File: config.mk
export PLATFORM = sky130hd
export DESIGN_NAME = dbgp80_capture
export DESIGN_NICKNAME = d
export VERILOG_FILES = /design/src/rtl/dbgp80_pkg.sv /design/src/rtl/dbgp80_tstamp.sv /design/src/rtl/dbgp80_fifo.sv /design/src/rtl/dbgp80_capture.sv
export SDC_FILE = /design/constraint.sdc
export NUM_CORES = 1
export LEC_CHECK = 0
export ABC_AREA = 1
export BUFFER_PORTS_ARGS = -buffer_cell sky130_fd_sc_hd__buf_2
export CORE_AREA = 2 2 247 249
export DETAILED_ROUTE_END_ITERATION = 12
export DIE_AREA = 0 0 249 251
export GPL_ROUTABILITY_DRIVEN = 0
export HOLD_SLACK_MARGIN = 0.1
export SLEW_MARGIN = 15
export SYNTH_ARGS = -nofsm -noshare
export SYNTH_HDL_FRONTEND = slang
export SYNTH_HIERARCHICAL = 1
export SYNTH_SLANG_ARGS = --single-unit
File: constraint.sdc
create_clock -name clk -period 4.4 [get_ports clk]
set_input_delay 0.66 -clock clk [delete_from_list [all_inputs] [get_ports clk]]
set_output_delay 0.66 -clock clk [all_outputs]
set_load 0.01 [all_outputs]
File: src/rtl/dbgp80_pkg.sv
package dbgp80_pkg;

    typedef enum logic [1:0] {
        RSEL_DATA = 2'd0,
        RSEL_CFG  = 2'd1,
        RSEL_STAT = 2'd2,
        RSEL_TIME = 2'd3
    } rsel_e;

    // configuration register fields
    localparam int CFG_EN      = 0;
    localparam int CFG_IRQ     = 1;
    localparam int CFG_SEL_LO  = 2;
    localparam int CFG_CLR     = 4;
    localparam int CFG_ADDR_LO = 16;

    // status register fields
    localparam int STAT_EMPTY  = 0;
    localparam int STAT_FULL   = 1;
    localparam int STAT_OVR    = 2;
    localparam int STAT_CNT_LO = 4;

    // entry layout
    localparam int ENTRY_TS_LO = 8;

endpackage

File: src/rtl/dbgp80_tstamp.sv
module dbgp80_tstamp #(
    parameter int TS_W     = 24,
    parameter int BASE_DIV = 4
) (
    input  logic            clk,
    input  logic            rst_n,
    input  logic            run,
    input  logic            clr,
    input  logic [1:0]      sel,
    output logic [TS_W-1:0] ts,
    output logic            tick
);
    localparam int MAX_LIM = BASE_DIV * 8;
    localparam int PRE_W   = $clog2(MAX_LIM + 1);

    typedef struct packed {
        logic [PRE_W-1:0] pre;
        logic [TS_W-1:0]  ts;
    } ts_st_t;

    ts_st_t           s_d, s_q;
    logic [PRE_W-1:0] lim;

    always_comb begin
        lim  = PRE_W'(BASE_DIV) << sel;
        tick = run && (s_q.pre >= (lim - 1'b1));
        s_d  = s_q;
        if (clr) begin
            s_d = '0;
        end else if (run) begin
            if (tick) begin
                s_d.pre = '0;
                s_d.ts  = s_q.ts + 1'b1;
            end else begin
                s_d.pre = s_q.pre + 1'b1;
            end
        end
    end

    always_ff @(posedge clk or negedge rst_n) begin
        if (!rst_n) s_q <= '0;
        else        s_q <= s_d;
    end

    assign ts = s_q.ts;

endmodule

File: src/rtl/dbgp80_fifo.sv
module dbgp80_fifo #(
    parameter int DEPTH = 16,
    parameter int WIDTH = 32
) (
    input  logic                       clk,
    input  logic                       rst_n,
    input  logic                       push,
    input  logic                       pop,
    input  logic                       clr,
    input  logic [WIDTH-1:0]           wdata,
    output logic [WIDTH-1:0]           head,
    output logic [$clog2(DEPTH):0]     count,
    output logic                       empty,
    output logic                       full
);
    localparam int PTR_W = $clog2(DEPTH);
    localparam int CNT_W = PTR_W + 1;

    typedef struct packed {
        logic [PTR_W-1:0] wp;
        logic [PTR_W-1:0] rp;
        logic [CNT_W-1:0] cnt;
    } ptr_st_t;

    ptr_st_t          s_d, s_q;
    logic [WIDTH-1:0] mem [DEPTH];

    always_comb begin
        s_d = s_q;
        if (clr) begin
            s_d = '0;
        end else begin
            if (push) s_d.wp = s_q.wp + 1'b1;
            if (pop)  s_d.rp = s_q.rp + 1'b1;
            case ({push, pop})
                2'b10:   s_d.cnt = s_q.cnt + 1'b1;
                2'b01:   s_d.cnt = s_q.cnt - 1'b1;
                default: s_d.cnt = s_q.cnt;
            endcase
        end
    end

    always_ff @(posedge clk or negedge rst_n) begin
        if (!rst_n) s_q <= '0;
        else        s_q <= s_d;
    end

    always_ff @(posedge clk) begin
        if (push && !clr) mem[s_q.wp] <= wdata;
    end

    assign head  = mem[s_q.rp];
    assign count = s_q.cnt;
    assign empty = (s_q.cnt == '0);
    assign full  = (s_q.cnt == CNT_W'(DEPTH));

endmodule

File: src/rtl/dbgp80_capture.sv
module dbgp80_capture
    import dbgp80_pkg::*;
#(
    parameter int ADDR_W   = 16,
    parameter int DEPTH    = 16,
    parameter int TS_W     = 24,
    parameter int BASE_DIV = 4
) (
    input  logic              clk,
    input  logic              rst_n,
    input  logic [ADDR_W-1:0] snp_addr,
    input  logic [7:0]        snp_data,
    input  logic              snp_wr,
    input  logic [1:0]        reg_addr,
    input  logic              reg_wr,
    input  logic              reg_rd,
    input  logic [31:0]       reg_wdata,
    output logic [31:0]       reg_rdata,
    output logic              irq
);
    localparam int CNT_W = $clog2(DEPTH) + 1;

    typedef struct packed {
        logic              en;
        logic              irq_en;
        logic [1:0]        sel;
        logic [ADDR_W-1:0] addr;
        logic              ovr;
        logic [31:0]       rdata;
    } ctl_st_t;

    ctl_st_t          st_d, st_q;
    rsel_e            rsel;
    logic             cfg_wr, stat_wr, clr, w1c_ovr;
    logic             addr_hit, fifo_push, fifo_pop, ovr_set;
    logic [31:0]      entry, fifo_head, cfg_val, stat_val;
    logic [CNT_W-1:0] fifo_count;
    logic             fifo_empty, fifo_full;
    logic [TS_W-1:0]  ts_val;
    logic             ts_tick, cap_en, ovr_flag;

    assign rsel     = rsel_e'(reg_addr);
    assign cfg_wr   = reg_wr && (rsel == RSEL_CFG);
    assign stat_wr  = reg_wr && (rsel == RSEL_STAT);
    assign clr      = cfg_wr && reg_wdata[CFG_CLR];
    assign w1c_ovr  = stat_wr && reg_wdata[STAT_OVR];
    assign cap_en   = st_q.en;
    assign ovr_flag = st_q.ovr;

    assign addr_hit  = snp_wr && st_q.en && (snp_addr == st_q.addr) && !clr;
    assign fifo_push = addr_hit && !fifo_full;
    assign ovr_set   = addr_hit && fifo_full;
    assign fifo_pop  = reg_rd && (rsel == RSEL_DATA) && !fifo_empty && !clr;
    assign entry     = 32'({ts_val, snp_data});

    dbgp80_tstamp #(.TS_W(TS_W), .BASE_DIV(BASE_DIV)) u_tstamp (
        .clk   (clk),
        .rst_n (rst_n),
        .run   (st_q.en),
        .clr   (clr),
        .sel   (st_q.sel),
        .ts    (ts_val),
        .tick  (ts_tick)
    );

    dbgp80_fifo #(.DEPTH(DEPTH), .WIDTH(32)) u_fifo (
        .clk   (clk),
        .rst_n (rst_n),
        .push  (fifo_push),
        .pop   (fifo_pop),
        .clr   (clr),
        .wdata (entry),
        .head  (fifo_head),
        .count (fifo_count),
        .empty (fifo_empty),
        .full  (fifo_full)
    );

    always_comb begin
        cfg_val = '0;
        cfg_val[CFG_EN]                  = st_q.en;
        cfg_val[CFG_IRQ]                 = st_q.irq_en;
        cfg_val[CFG_SEL_LO +: 2]         = st_q.sel;
        cfg_val[CFG_ADDR_LO +: ADDR_W]   = st_q.addr;

        stat_val = '0;
        stat_val[STAT_EMPTY]             = fifo_empty;
        stat_val[STAT_FULL]              = fifo_full;
        stat_val[STAT_OVR]               = st_q.ovr;
        stat_val[STAT_CNT_LO +: CNT_W]   = fifo_count;
    end

    always_comb begin
        st_d = st_q;
        if (reg_rd) begin
            case (rsel)
                RSEL_DATA: st_d.rdata = fifo_empty ? 32'd0 : fifo_head;
                RSEL_CFG:  st_d.rdata = cfg_val;
                RSEL_STAT: st_d.rdata = stat_val;
                default:   st_d.rdata = 32'(ts_val);
            endcase
        end
        if (cfg_wr) begin
            st_d.en     = reg_wdata[CFG_EN];
            st_d.irq_en = reg_wdata[CFG_IRQ];
            st_d.sel    = reg_wdata[CFG_SEL_LO +: 2];
            st_d.addr   = reg_wdata[CFG_ADDR_LO +: ADDR_W];
        end
        if (w1c_ovr) st_d.ovr = 1'b0;
        if (ovr_set) st_d.ovr = 1'b1;
    end

    always_ff @(posedge clk or negedge rst_n) begin
        if (!rst_n) st_q <= '0;
        else        st_q <= st_d;
    end

    assign reg_rdata = st_q.rdata;
    assign irq       = st_q.irq_en && !fifo_empty;

    logic unused_wdata;
    assign unused_wdata = ^{reg_wdata[15:5], ts_tick, cap_en, ovr_flag};

endmodule

# Yosys cells after proc, flatten, opt, wreduce, memory -nomap -nowiden
# Memory sizes are Yosys's and may differ from the RTL's.
# Index checks and enable logic that the tools add are counted.
# op_classes
n_reduce_logical	27
bitwise_logic	0
add_sub_neg	7
multipliers	0
eq_ne	6
mux	14
n_shift	1
div_mod_pow	0
order_cmp	1
# ops
cell	n
case mux 32 bit (3 select lines)	1
two-way mux 30 bit	2
two-way mux 32 bit	1
adder 24 x 1 -> 24 bit (second input constant)	1
two-way mux 24 bit	1
== test 16 bit	1
logical AND 1 bit	15
two-way mux 13 bit	1
case mux 5 bit (2 select lines)	1
nonzero test 2 bit	5
adder 4 x 1 -> 4 bit (second input constant)	2
two-way mux 4 bit	2
adder 6 x 1 -> 6 bit (second input constant)	1
>= comparator 6 bit	1
two-way mux 6 bit	1
left shift 3 x 2 -> 6 bit (first input constant)	1
subtractor 6 x 1 -> 6 bit (second input constant)	1
adder 5 x 1 -> 5 bit (second input constant)	1
== test 5 bit (second input constant)	1
zero test 5 bit	1
subtractor 5 x 1 -> 5 bit (second input constant)	1
== test 2 x 1 -> 1 bit (second input constant)	2
== test 2 bit (second input constant)	2
two-way mux 1 bit	4
other kinds (4)	6
# totals
latchBits	0
mem_count	1
out_inout_bits	33
mem_bits_rw	512
input_bits	63
elab_cells	68
romBits	0
regBits	96
# mem_list
name	words	word_bits	rd	rd_clocked_by_memory_dff	write_ports	line	text
u_fifo.mem	16	32	1	0	1	dbgp80_fifo.sv:26	logic [WIDTH-1:0] mem [DEPTH];

# Depth between registers and ports, before layout
# depth
depth_word	9
mapped_depth	21
depth_no_buf	21

# Modules after synthesis
# Netlist, hierarchy kept.
# modules_own_cells
mod	cells_each	instances	area_each_um2	seq_area_each_um2
dbgp80_fifo	1752	1	21829.7	15700.1
dbgp80_capture	397	1	2832.7	1326.3
dbgp80_tstamp	287	1	2074.5	750.7

# Least setup slack after synthesis
# No wires, ideal clock.
# synth_timing
kind	input port to flip-flop
from	input reg_addr[1]
to	memory u_fifo.mem[0][0], enable pin
cell_stages	12
n_path_buf	0
t_arrival_ns	3.264
required_ns	3.979
setup_time_ns	0.421
slack_ns	0.715
path_cell_list	inv_1 -> nand2_2 -> nor2_4 -> nand2_1 -> nand3b_1 -> nor2_1 -> nand3_1 -> nor2_1 -> inv_1 -> nor2_1 -> nand2_1 -> nor2_1
# synth_via
elab_chain_cells	9
# synth_rtl
item	line	text
from (decl)	dbgp80_capture.sv:14	input logic [1:0] reg_addr,
== test 2 x 1 -> 1 bit	dbgp80_capture.sv:43	assign cfg_wr = reg_wr && (rsel == RSEL_CFG);
logical AND 1 bit	dbgp80_capture.sv:43	
logical AND 1 bit	dbgp80_capture.sv:45	assign clr = cfg_wr && reg_wdata[CFG_CLR];
zero test 1 bit	dbgp80_capture.sv:50	assign addr_hit = snp_wr && st_q.en && (snp_addr == st_q.addr) && !clr;
logical AND 1 bit	dbgp80_capture.sv:50	
logical AND 1 bit	dbgp80_capture.sv:51	assign fifo_push = addr_hit && !fifo_full;
via fifo_push	dbgp80_capture.sv:35	logic addr_hit, fifo_push, fifo_pop, ovr_set;
logical AND 1 bit	dbgp80_fifo.sv:49	if (push && !clr) mem[s_q.wp] <= wdata;
two-way mux 1 bit	dbgp80_fifo.sv:49	
two-way mux 1 bit (implied by the code)	dbgp80_fifo.sv:49	
to (decl)	dbgp80_fifo.sv:26	
# The timed path passes the listed nets, and every way through them passes these cells.

# Worst setup path in the final report
# layout_timing
from	register st_q, in the netlist cfg_val[25]
to	memory u_fifo.mem[1][3], enable pin
# layout_via
elab_chain_cells	7
# layout_rtl
item	line	text
from (decl)	dbgp80_capture.sv:32	ctl_st_t st_d, st_q;
from (signal assigned)	dbgp80_capture.sv:115	else st_q <= st_d;
== test 16 bit	dbgp80_capture.sv:50	
logical AND 1 bit (2 in a row)	dbgp80_capture.sv:50	
logical AND 1 bit	dbgp80_capture.sv:51	
via fifo_push	dbgp80_capture.sv:35	
logical AND 1 bit	dbgp80_fifo.sv:49	
two-way mux 1 bit	dbgp80_fifo.sv:49	
two-way mux 1 bit (implied by the code)	dbgp80_fifo.sv:49	
# The timed path passes the listed nets, and every way through them passes these cells.

==> flow_metrics.tcl <==
set metrics [dict create \
    outcome "finished clean" \
    p_clk_share_pct 30.3 \
    pwr-share-comb_pct 27.8 \
    cts-resized-gates 0 \
    critPathMaxFanout 32 \
    grt_pass1_wl_mm 102.5 \
    ys_seq_elements 608 \
    rrSetupSlack_ns 1.31 \
    routed_via_density 5.388 \
    synth_top_area_share_pct 57.50 \
    syn_inst 2436 \
    antenna_cells 0 \
    skew_ns 0.02033 \
    drive_gt1_share_pct 10.21 \
    wire_per_inst_um 20.29 \
    ctsLongestPathBuffers 3 \
    chipHeight_um 251 \
    hold_buffers 0 \
    fp.dieW_um 249 \
    fin_area_um2 29650 \
    worst_ep_required_time_ns 4.65 \
    die_area_um2 62500 \
    nFillCells 5317 \
    final_common_cell "edfxtp_1" \
    pin_count 96 \
    start_util_pct 44.71 \
    crit_type "flip-flop to flip-flop" \
    power_mw 16.44 \
    slowest_stage "buf_4" \
    portBuffers 84 \
    utilization_pct 49.58 \
    first_iter_violations 1378 \
    core_area_um2 59790 \
    ir_drop_v 0.0004038 \
    yosysWarnings 6 \
    cap_violations 0 \
    clk_latency_ns 0.63 \
    placed_area_um2 27740 \
    rows 90 \
    cts_setup_buffers 0 \
    grt_pass1_vias 17100 \
    final_cell_count_no_fill 3299 \
    grt_max_degree 96 \
    relSlewSlack_pct 28.09 \
    grt.total_usage_pct 21.54 \
    post-route-period-util_pct 70.32 \
    worstMarginPinSlew_ns 1.077 \
    synth_nets 2512 \
    dpl.hpwl_mm 39.64 \
    hold_ws_ns 0.1396 \
    dp_slack_ns 0.8251 \
    vias 17770 \
    worst_path_most_repeated_cell "nor2_1" \
    wl_mm 66.94 \
    h-tree-depth 2 \
    dp.cells 3189 \
    p_switching_mw 5.692 \
    crit_path_max_incr_delay_ns 0.49 \
    path_clk_slew_ns 0.06 \
    fmax_mhz 323.2 \
    slew_violations 0 \
    netlist_area_um2 26740 \
    synth_top_cell_by_area "edfxtp_1" \
    cts_tree "done" \
    nNetsFinal 2546 \
    syn2layout_area_growth_pct 10.89 \
    finalSetupViolCount 0 \
    ys_types 43 \
    cp.arrival_ns 3.34 \
    overflow 0 \
    syn_avg_cell_area_um2 10.98 \
    drc_errors 0 \
    period_needed_ns 3.094 \
    grt_antenna_before_repair 1 \
    rsz0062_at_grt "no" \
    switching_share_pct 34.62 \
    setup_tns_ns 0 \
    final_cell_mix "edfxtp_1 (512), nand2_1 (423), inv_1 (339)" \
    cp-end-kind "flip-flop" \
    cts.sinks 608 \
    setup_ws_ns 1.306 \
    root_buffer "clkbuf_16" \
    ys_seq_area_share_pct 66.49 \
    crit_chain "inv_1 -> nand2_1 -> o21ai_0 -> nor2_1 -> nand2_1 -> nor2_1 -> nand3_1 -> nor2_1 -> buf_4 -> inv_1 -> nor2_1 -> nand2_1 -> nor2_4 -> buf_4" \
    netlist_top_cells_area "edfxtp_1 (58%), dfrtp_1 (9.0%), nand2_1 (5.9%), inv_1 (4.8%), nand3_1 (4.5%)" \
    hold_viol 0 \
    leakage_nw 11.63 \
    ant_nets 0 \
    internal_power_mw 10.75 \
    cts_buffers 61 \
    powerDensity_nw_per_um2 554.6 \
    startpoint_type "flip-flop" \
    seq_power_share_pct 41.9 \
    min_path_type "input pin to asynchronous set/reset pin" \
    dr.pass1.iters 6 \
]
final cells by class:
type | instances | area, um^2 | area share [%]
flip-flops and latches | 608 | 17790 | 59.99
well taps | 782 | 978.4 | 3.300
clock buffers | 79 | 1689 | 5.697
multi-input cells | 1327 | 6714 | 22.65
clock inverters | 31 | 222.7 | 0.7512
repair buffers | 128 | 965.9 | 3.258
inverters | 344 | 1291 | 4.355
registers in the layout, summed over array words and instances, names as in the netlist:
name and cells:
u_fifo/count 5, u_tstamp/ts 24, u_tstamp/s_q 6, reg_rdata 32
u_fifo/mem 512, cfg_val 19, cap_en 1, u_fifo/s_q 8
ovr_flag 1
metal layers:
layer	up-vias	track usage, %	wire length, um
met5	-	0	0
met4	0	7.152	2089
met3	112	3.210	3905
met2	494	35.82	32150
met1	8741	29.16	28800
li1	8427	-	-
synthesized netlist by cell type, drive strengths merged:
| library cell | number |
|---|---|
| o211ai | 128 |
| nor3 | 11 |
| o21bai | 2 |
| buf | 120 |
| clkbuf | 37 |
| inv | 343 |
| a31oi | 9 |
| conb | 1 |
| a21oi | 156 |
| a22oi | 3 |
| clkinv | 1 |
| edfxtp | 512 |
| a22o | 1 |
| nor3b | 2 |
| nand3 | 245 |
| nor4 | 1 |
| o311ai | 6 |
| a211oi | 1 |
| xor2 | 8 |
| dfrtp | 96 |
| o21ai | 179 |
| nor2 | 117 |
| ha | 13 |
| o2111ai | 2 |
| o22ai | 1 |
| xnor2 | 3 |
| nand2 | 428 |
| nand4 | 7 |
| nand3b | 3 |
logic make-up after synthesis:
family	Yosys count	synth area share, %
DFF	608	66.49
xor gates and xnor gates	11	0.3604
buffers and inverters	501	8.849
and+or+nand+nor	814	13.12
other	1	0.01403
AOI/OAI and AO/OA	488	10.56
adders and majority gates	13	0.6084
power groups by stage:
| stage | clock (mW) | combinational [mW] | sequential, mW |
|---|---|---|---|
| 4_1_cts | 5.08 | 4.61 | 6.90 |
| 2_1_floorplan | 0 | 3.59 | 6.70 |
| 5_1_grt | 5.31 | 5.10 | 6.93 |
| 6_report | 4.98 | 4.57 | 6.89 |
| 3_5_place_dp | 0 | 4.59 | 7.01 |
| 3_3_place_gp | 0 | 4.54 | 7.01 |
path summary, 6_finish.rpt:
path	depth (start not counted)	end	from
max in group asynchronous	2	u_tstamp/ts[3]	rst_n
hold / removal	1	reg_rdata[31]	rst_n
setup / recovery	14	u_fifo/mem[1][3]	cfg_val[25]
hold reg to reg	2	reg_rdata[28]	reg_rdata[28]
setup reg to reg	14	u_fifo/mem[1][3]	cfg_val[25]
min in group clk	3	cap_en	reg_wdata[0]
worst max-delay path, delay by kind of cell (launching register included):
family                 cells  cell delay [ns]
and+or+nand+nor            9             1.40
buffers and inverters      4             0.83
DFF                        1             0.37
AOI/OAI and AO/OA          1             0.09
No activity file was read; power rests on OpenSTA's default activity.
